--- config.mk ---
export PLATFORM = sky130hd
export DESIGN_NAME = cfg_regbank
export DESIGN_NICKNAME = d
export VERILOG_FILES = /design/src/rtl/cfg_regbank_pkg.sv /design/src/rtl/cfg_wr_decode.sv /design/src/rtl/cfg_dbuf.sv /design/src/rtl/cfg_rd_mux.sv /design/src/rtl/cfg_regbank.sv
export SDC_FILE = /design/constraint.sdc
export NUM_CORES = 1
export LEC_CHECK = 0
export ABC_AREA = 1
export CAP_MARGIN = 30
export CORE_MARGIN = 2
export CORE_UTILIZATION = 30
export CTS_BUF_LIST = sky130_fd_sc_hd__clkbuf_8
export CTS_CLUSTER_SIZE = 14
export DETAILED_ROUTE_END_ITERATION = 16
export HOLD_SLACK_MARGIN = 0.08
export PLACE_DENSITY_LB_ADDON = 0.1
export SYNTH_ARGS = -nofsm -noshare
export SYNTH_HDL_FRONTEND = slang
export SYNTH_SLANG_ARGS = --single-unit
--- constraint.sdc ---
create_clock -name clk_i -period 1.45 [get_ports clk_i]
set_input_delay 0.145 -clock clk_i [delete_from_list [all_inputs] [get_ports clk_i]]
set_output_delay 0.145 -clock clk_i [all_outputs]
set_load 0.01 [all_outputs]
--- src/rtl/cfg_regbank_pkg.sv ---
package cfg_regbank_pkg;
  localparam int ADDR_W = 16;
  localparam int DATA_W = 8;

  typedef logic [ADDR_W-1:0] addr_t;
  typedef logic [DATA_W-1:0] byte_t;

  localparam addr_t A_IFA  = 16'h0000;
  localparam addr_t A_IFB  = 16'h0001;
  localparam addr_t A_TYPE = 16'h0003;
  localparam addr_t A_IDL  = 16'h0004;
  localparam addr_t A_IDH  = 16'h0005;
  localparam addr_t A_REV  = 16'h0006;
  localparam addr_t A_MFL  = 16'h000C;
  localparam addr_t A_MFH  = 16'h000D;
  localparam addr_t A_UPD  = 16'h000F;
  localparam addr_t A_CFG  = 16'h0100;
  localparam addr_t A_STAT = 16'h0103;

  localparam int SRST_BIT = 7;
  localparam int SRST_MIR = 0;
  localparam int SEL_BIT  = 5;
  localparam int UPD_BIT  = 0;

  // fixed upper nibble of 0x0000: soft reset reads 0, bits 6:4 = 0,0,1
  localparam logic [3:0] IFA_HI = 4'b0001;

  typedef struct packed {
    logic  hit;
    byte_t val;
  } id_t;

  function automatic id_t id_lookup(addr_t a);
    id_t r;
    r = '{hit: 1'b1, val: '0};
    unique case (a)
      A_TYPE:  r.val = 8'h07;
      A_IDL:   r.val = 8'h00;
      A_IDH:   r.val = 8'h04;
      A_REV:   r.val = 8'h01;
      A_MFL:   r.val = 8'h51;
      A_MFH:   r.val = 8'h04;
      default: r.hit = 1'b0;
    endcase
    return r;
  endfunction
endpackage

--- src/rtl/cfg_wr_decode.sv ---
module cfg_wr_decode
  import cfg_regbank_pkg::*;
(
  input  logic  wr_en_i,
  input  addr_t addr_i,
  input  byte_t wdata_i,
  output logic  srst_req_o,
  output logic  sel_we_o,
  output logic  cfg_we_o,
  output logic  upd_req_o
);
  always_comb begin
    srst_req_o = 1'b0;
    sel_we_o   = 1'b0;
    cfg_we_o   = 1'b0;
    upd_req_o  = 1'b0;
    if (wr_en_i) begin
      unique case (addr_i)
        // soft reset accepted through bit 7 or its mirror
        A_IFA:   srst_req_o = wdata_i[SRST_BIT] | wdata_i[SRST_MIR];
        A_IFB:   sel_we_o   = 1'b1;
        A_CFG:   cfg_we_o   = 1'b1;
        A_UPD:   upd_req_o  = wdata_i[UPD_BIT];
        default: ;
      endcase
    end
  end
endmodule

--- src/rtl/cfg_dbuf.sv ---
module cfg_dbuf #(
  parameter int                W       = 8,
  parameter logic [W-1:0]      DEFAULT = '0
) (
  input  logic         clk_i,
  input  logic         rst_ni,
  input  logic         clr_i,
  input  logic         we_i,
  input  logic [W-1:0] wdata_i,
  input  logic         upd_i,
  input  logic         rb_sel_i,
  output logic [W-1:0] act_o,
  output logic [W-1:0] rb_o
);
  logic [W-1:0] pend_q, act_q;

  always_ff @(posedge clk_i or negedge rst_ni) begin
    if (!rst_ni) begin
      pend_q <= DEFAULT;
      act_q  <= DEFAULT;
    end else if (clr_i) begin
      pend_q <= DEFAULT;
      act_q  <= DEFAULT;
    end else begin
      if (we_i)  pend_q <= wdata_i;
      if (upd_i) act_q  <= pend_q;
    end
  end

  assign act_o = act_q;
  assign rb_o  = rb_sel_i ? pend_q : act_q;

  a_r7_commit: assert property (@(posedge clk_i) disable iff (!rst_ni)
    (upd_i && !clr_i) |=> (act_o == $past(pend_q)));
  a_r6_pending_only: assert property (@(posedge clk_i) disable iff (!rst_ni)
    (!upd_i && !clr_i) |=> $stable(act_o));
  a_r4_clear: assert property (@(posedge clk_i) disable iff (!rst_ni)
    clr_i |=> (act_o == DEFAULT));
endmodule

--- src/rtl/cfg_rd_mux.sv ---
module cfg_rd_mux
  import cfg_regbank_pkg::*;
(
  input  logic  clk_i,
  input  logic  rst_ni,
  input  logic  rd_en_i,
  input  addr_t addr_i,
  input  logic  sel_i,
  input  byte_t cfg_rb_i,
  input  logic  ready_i,
  output byte_t rdata_o
);
  byte_t ifa_val, nxt, rdata_q;
  id_t   id;

  assign ifa_val[7:4] = IFA_HI;
  for (genvar i = 0; i < 4; i++) begin : g_mirror
    assign ifa_val[i] = ifa_val[7-i];
  end

  always_comb begin
    id  = id_lookup(addr_i);
    nxt = '0;
    if (id.hit) nxt = id.val;
    else begin
      unique case (addr_i)
        A_IFA:   nxt = ifa_val;
        A_IFB:   nxt[SEL_BIT] = sel_i;
        A_CFG:   nxt = cfg_rb_i;
        A_STAT:  nxt[0] = ready_i;
        default: nxt = '0;
      endcase
    end
  end

  always_ff @(posedge clk_i or negedge rst_ni) begin
    if (!rst_ni)      rdata_q <= '0;
    else if (rd_en_i) rdata_q <= nxt;
  end

  assign rdata_o = rdata_q;

  a_r2_mirror: assert property (@(posedge clk_i) disable iff (!rst_ni)
    (rd_en_i && addr_i == A_IFA) |=>
      (rdata_o[3] == rdata_o[4] && rdata_o[2] == rdata_o[5] &&
       rdata_o[1] == rdata_o[6] && rdata_o[0] == rdata_o[7]));
  a_r10_status: assert property (@(posedge clk_i) disable iff (!rst_ni)
    (rd_en_i && addr_i == A_STAT) |=> (rdata_o == {7'b0, $past(ready_i)}));
  a_r12_hold: assert property (@(posedge clk_i) disable iff (!rst_ni)
    !rd_en_i |=> $stable(rdata_o));
endmodule

--- src/rtl/cfg_regbank.sv ---
module cfg_regbank
  import cfg_regbank_pkg::*;
#(
  parameter logic [7:0] CFG_DEFAULT = 8'h00
) (
  input  logic        clk_i,
  input  logic        rst_ni,
  input  logic [15:0] addr_i,
  input  logic [7:0]  wdata_i,
  input  logic        wr_en_i,
  input  logic        rd_en_i,
  input  logic        conv_ready_i,
  output logic [7:0]  rdata_o,
  output logic [7:0]  active_cfg_o,
  output logic        soft_rst_o
);
  logic  srst_req, sel_we, cfg_we, upd_req;
  logic  sel_q, srst_q;
  byte_t cfg_rb;

  cfg_wr_decode u_dec (
    .wr_en_i    (wr_en_i),
    .addr_i     (addr_i),
    .wdata_i    (wdata_i),
    .srst_req_o (srst_req),
    .sel_we_o   (sel_we),
    .cfg_we_o   (cfg_we),
    .upd_req_o  (upd_req)
  );

  // interface registers are outside soft reset scope
  always_ff @(posedge clk_i or negedge rst_ni) begin
    if (!rst_ni) begin
      sel_q  <= 1'b0;
      srst_q <= 1'b0;
    end else begin
      if (sel_we) sel_q <= wdata_i[SEL_BIT];
      srst_q <= srst_req;
    end
  end

  cfg_dbuf #(.W(DATA_W), .DEFAULT(CFG_DEFAULT)) u_dbuf (
    .clk_i    (clk_i),
    .rst_ni   (rst_ni),
    .clr_i    (srst_req),
    .we_i     (cfg_we),
    .wdata_i  (wdata_i),
    .upd_i    (upd_req),
    .rb_sel_i (sel_q),
    .act_o    (active_cfg_o),
    .rb_o     (cfg_rb)
  );

  cfg_rd_mux u_rd (
    .clk_i    (clk_i),
    .rst_ni   (rst_ni),
    .rd_en_i  (rd_en_i),
    .addr_i   (addr_i),
    .sel_i    (sel_q),
    .cfg_rb_i (cfg_rb),
    .ready_i  (conv_ready_i),
    .rdata_o  (rdata_o)
  );

  assign soft_rst_o = srst_q;

  a_r3_single_pulse: assert property (@(posedge clk_i) disable iff (!rst_ni)
    soft_rst_o |=> !soft_rst_o);
  a_r3_no_stray_pulse: assert property (@(posedge clk_i) disable iff (!rst_ni)
    !(wr_en_i && addr_i == A_IFA) |=> !soft_rst_o);
  a_r4_spares_select: assert property (@(posedge clk_i) disable iff (!rst_ni)
    soft_rst_o |-> $stable(sel_q));
endmodule

After elaboration in Yosys (flattened, before gate mapping) --
Index checks and enable logic that the tools add are counted.
Cells by class: equality and inequality tests 10, mux-type cells 20, bitwise gates (word level) 1, reductions and logical operators 5
Operators by type and width (count):
- 16-bit by 3-bit == test with 1-bit output, second input constant | 3
- 16-bit by 4-bit == test with 1-bit output, second input constant | 3
- 8-bit 2-to-1 mux | 6
- 16-bit by 9-bit == test with 1-bit output, second input constant | 2
- 7-bit case mux with 4 select lines | 1
- 16-bit by 1-bit == test with 1-bit output, second input constant | 1
- 16-bit by 2-bit == test with 1-bit output, second input constant | 1
- 16-bit zero test | 1
- 1-bit 2-to-1 mux | 9
- 4-bit case mux with 2 select lines | 1
- 6-bit OR reduction | 1
- 1-bit case mux with 2 select lines | 2
- 2-bit nonzero test | 2
- 2-bit 2-to-1 mux | 1
- 2-bit OR reduction | 1
- 1-bit bitwise OR | 1
Storage, ports and cells: register bits 26, output and inout bits 17

Logic depth before layout (Yosys ltp) --
depth in word-level cells 5, depth in mapped cells 10, mapped depth without buffers 10

Hierarchy --
A second synthesis with hierarchy kept.
Unflattened totals: cells, all modules 239, area total of the unflattened synthesis 1586.5 sq um
By module, submodules not included:
- cfg_dbuf | times used 1, cells an instance 95, area each 744.5 sq um
- cfg_rd_mux | times used 1, cells an instance 97, area each 604.3 sq um
- cfg_wr_decode | times used 1, cells an instance 41, area each 172.7 sq um
- cfg_regbank | times used 1, cells an instance 6, area each 65.1 sq um

Least setup slack after synthesis --
Ideal clock, no wire load.
path type input to register, from input port addr_i[7], to register u_dbuf.pend_q[0], setup time 118 ps, data arrival time 973 ps, slack 359 ps, stages on the path 8, path buffers 0, cells stage by stage nor2_1 -> nand2_2 -> nor2_4 -> nand2_4 -> nor2_8 -> inv_4 -> nand3_1 -> nand2_1
On the way: word-level cells in the longest chain between the ends 4
Ends and longest elaborated chain:
- start, declared | line cfg_regbank.sv:8 | input logic [15:0] addr_i,
- 16-bit by 9-bit == test with 1-bit output / 16-bit zero test (equally long branches) | line cfg_wr_decode.sv:18 | unique case (addr_i)
- 1-bit 2-to-1 mux | line cfg_wr_decode.sv:18
- 1-bit 2-to-1 mux | line cfg_wr_decode.sv:17 | if (wr_en_i) begin
- 2-bit nonzero test (no line) / 8-bit 2-to-1 mux (equally long branches)
- end signal, assigned | line cfg_dbuf.sv:25 | if (we_i) pend_q <= wdata_i;
- end, declared | line cfg_dbuf.sv:15 | logic [W-1:0] pend_q, act_q;
Several ways; a longest one is shown, not always the timed one. A chain may end at the register's enable or synchronous reset.

Worst setup path after layout --
from register u_dbuf.act_q[0] (netlist: u_dbuf.act_o[0]), to output port active_cfg_o[0]
RTL lines:
- start, declared | line cfg_dbuf.sv:15
- start signal, assigned | line cfg_dbuf.sv:26 | if (upd_i) act_q <= pend_q;
- end, declared | line cfg_regbank.sv:14 | output logic [7:0] active_cfg_o,
No word-level cell between the ends.

==> results.json <==
{
  "postSynthCellCount": 215,
  "grt_pass1_wl_um": 6730,
  "ys_seq_area_share_pct": 42.6,
  "overflow": 0,
  "period_share_pct": 94.9,
  "die_area_um2": 5680,
  "syn_avg_cell_area_um2": 7.11,
  "cts_max_level": 1,
  "slowest_delay_ns": 0.55,
  "synth_top_area_share_pct": 42.6,
  "dr.pass1.iters": 4,
  "syn-num-nets": 244,
  "clk_pin_slew_ns": 0.09,
  "die_w_um": 75.4,
  "wirelength_um": 3770,
  "diodes": 0,
  "ys_types": 25,
  "grt_pass1_vias": 1535,
  "ys_warn_count": 0,
  "drive_above_1_share_pct": 16.1,
  "vias_per_cell": 4.40,
  "cp_num_buf_inv": 1,
  "rrSetupSlack_ns": 0.23,
  "post-cts-setup-buffers": 0,
  "synth.cell_area_um2": 1530,
  "nFillCells": 516,
  "cts_tree": "done",
  "finalPower_mw": 1.39,
  "max_freq_mhz": 726,
  "rr_startpoint": "sel_q$_DFFE_PN0P_",
  "endpoint_kind": "output port",
  "worstMarginPinSlew_ns": 0.337,
  "power.leakage_nw": 1.26,
  "drv_slew": 0,
  "synth_seq_cells": 26,
  "place_congestion": 0.865,
  "start_kind": "register",
  "worstRegToRegCells": 6,
  "crit_type": "reg -> out",
  "pwr_density_cell_nw_per_um2": 607,
  "top_layer": "met4",
  "drc_errors": 0,
  "cp.required_ns": 1.31,
  "max-slew-margin-rel_pct": 77.6,
  "tns_ns": 0,
  "grt_usage_pct": 15.3,
  "synthToLayoutAreaGrowth_pct": 50.0,
  "status": "completed",
  "wl_met2_um": 1730,
  "crit_cells": 1,
  "wl_per_cell_um": 10.7,
  "setup_viol_count_final": 0,
  "period_needed_ns": 1.38,
  "start_util_pct": 31.7,
  "route.met3.wl_um": 184,
  "slowest_stage": "clkdlybuf4s50_1",
  "critPathMaxFanout": 3,
  "max-cap-violations": 0,
  "worstPathArrival_ns": 1.23,
  "clock_latency_ns": 0.27,
  "detail-route-antenna-nets": 0,
  "critPathTopFamily": "buffers and inverters",
  "synth_area_leaders": "dfrtp_1 (43%), nand2_1 (20%), nor2_1 (7.6%)",
  "finalHoldViolCount": 0,
  "clock-sinks": 26,
  "final_common_cell": "nand2_1",
  "dpl.hpwl_um": 3060,
  "synth_top_cell_by_area": "dfrtp_1",
  "cts_buffer_depth": 2,
  "grt_max_degree": 27,
  "drtIter0Drc": 41,
  "die_height_um": 75.4,
  "critical_path.cell_chain": "clkdlybuf4s50_1",
  "cts_made_buffers": 3,
  "io_pins": 46,
  "nets": 315,
  "vias": 1550,
  "rsz0062_at_grt": "false",
  "antenna_found_initial": 0,
  "core_um2": 4820,
  "ctsHoldBuffers": 0,
  "reg2reg_to": "u_rd.rdata_o[2]$_DFFE_PN0P_",
  "finClkSkew_ns": 0.00742,
  "io_buffers": 45,
  "cts-root-buf": "clkbuf_8",
  "min_path_type": "in -> async",
  "rows": 25,
  "ir_drop_uv": 409,
  "met1_length_um": 1820,
  "layout_common_cells": "nand2_1 (81), clkdlybuf4s50_1 (45), nor2_1 (30)"
}
cell usage after synthesis:
cell,number
o31ai_1,1
or2_2,1
inv_1,21
clkbuf_1,1
nor2_8,2
nor2_2,2
inv_4,1
nor3b_1,1
nand2_4,1
nand2_2,3
nand4_2,1
nand3_2,1
clkinv_1,1
nor2_1,31
nand4_1,4
buf_6,1
dfrtp_1,26
nand2_1,82
nand3_1,21
nor2_4,2
buf_2,1
o21ai_0,6
a21oi_1,2
nand3_4,1
a21boi_0,1
per-stage QoR:
step,worst slack (ns),util [%],std cells,hold slack (ns),cell area (um^2)
finish,0.0735,47.6,352,0.241,2290
global route,0.0289,47.6,352,0.267,2290
CTS,0.0458,47.3,352,0.249,2280
detailed placement,-0.234,46.1,348,0.466,2220
global placement,-0.241,46.1,348,0.464,2220
floorplan,0.359,-,215,-0.151,1530
cells by family after synthesis:
family	synth area share (%)
AO/OA/AOI/OAI	3.60
AND/OR/NAND/NOR	46.7
flip-flops	42.6
buffers and inverters	7.13
where the power goes:
group | switching [mW] | internal (mW) | total, mW
logic | 0.0811 | 0.112 | 0.193
registers | 0.00203 | 0.728 | 0.730
clock network | 0.225 | 0.243 | 0.468
total | 0.308 | 1.08 | 1.39
worst max path at each step:
stage	from	endpoint	slack, ns
finish	u_dbuf.act_o[0]$_DFFE_PN0P_	active_cfg_o[0]	0.07
global route	addr_i[0]	u_dbuf.act_o[1]$_DFFE_PN0P_	0.03
CTS	addr_i[11]	u_dbuf.act_o[0]$_DFFE_PN0P_	0.05
detailed placement	addr_i[11]	u_dbuf.act_o[0]$_DFFE_PN0P_	-0.23
global placement	addr_i[11]	u_dbuf.act_o[7]$_DFFE_PN0P_	-0.24
floorplan	addr_i[7]	u_dbuf.pend_q[0]$_DFFE_PN0P_	0.36
layout make-up:
class / instances / area (um^2) / share of cell area, %
multi-input combinational: 163 / 782 / 34.1
sequential: 26 / 651 / 28.4
timing repair buffer: 69 / 631 / 27.5
inverter: 23 / 88.8 / 3.88
tap: 67 / 83.8 / 3.66
clock buffer: 4 / 55.1 / 2.40
flip-flops by register name (all words and copies together), names as in the netlist:
name / cells
sel_q: 1
u_rd.rdata_o: 8
u_dbuf.act_o: 8
soft_rst_o: 1
u_dbuf.pend_q: 8
layer usage:
metal / GRT usage [%] / vias to the layer above
li1: - / 814
met1: 20.7 / 691
met2: 24.2 / 41
met3: 3.70 / 4
met4: 5.07 / 0
met5: 0 / -
repair_timing:
item,in CTS,in global routing
hold endpoints to repair,0,0
endpoints found under the setup margin,0,7
gates resized for setup,0,4
(Power assumes the default switching activity.)
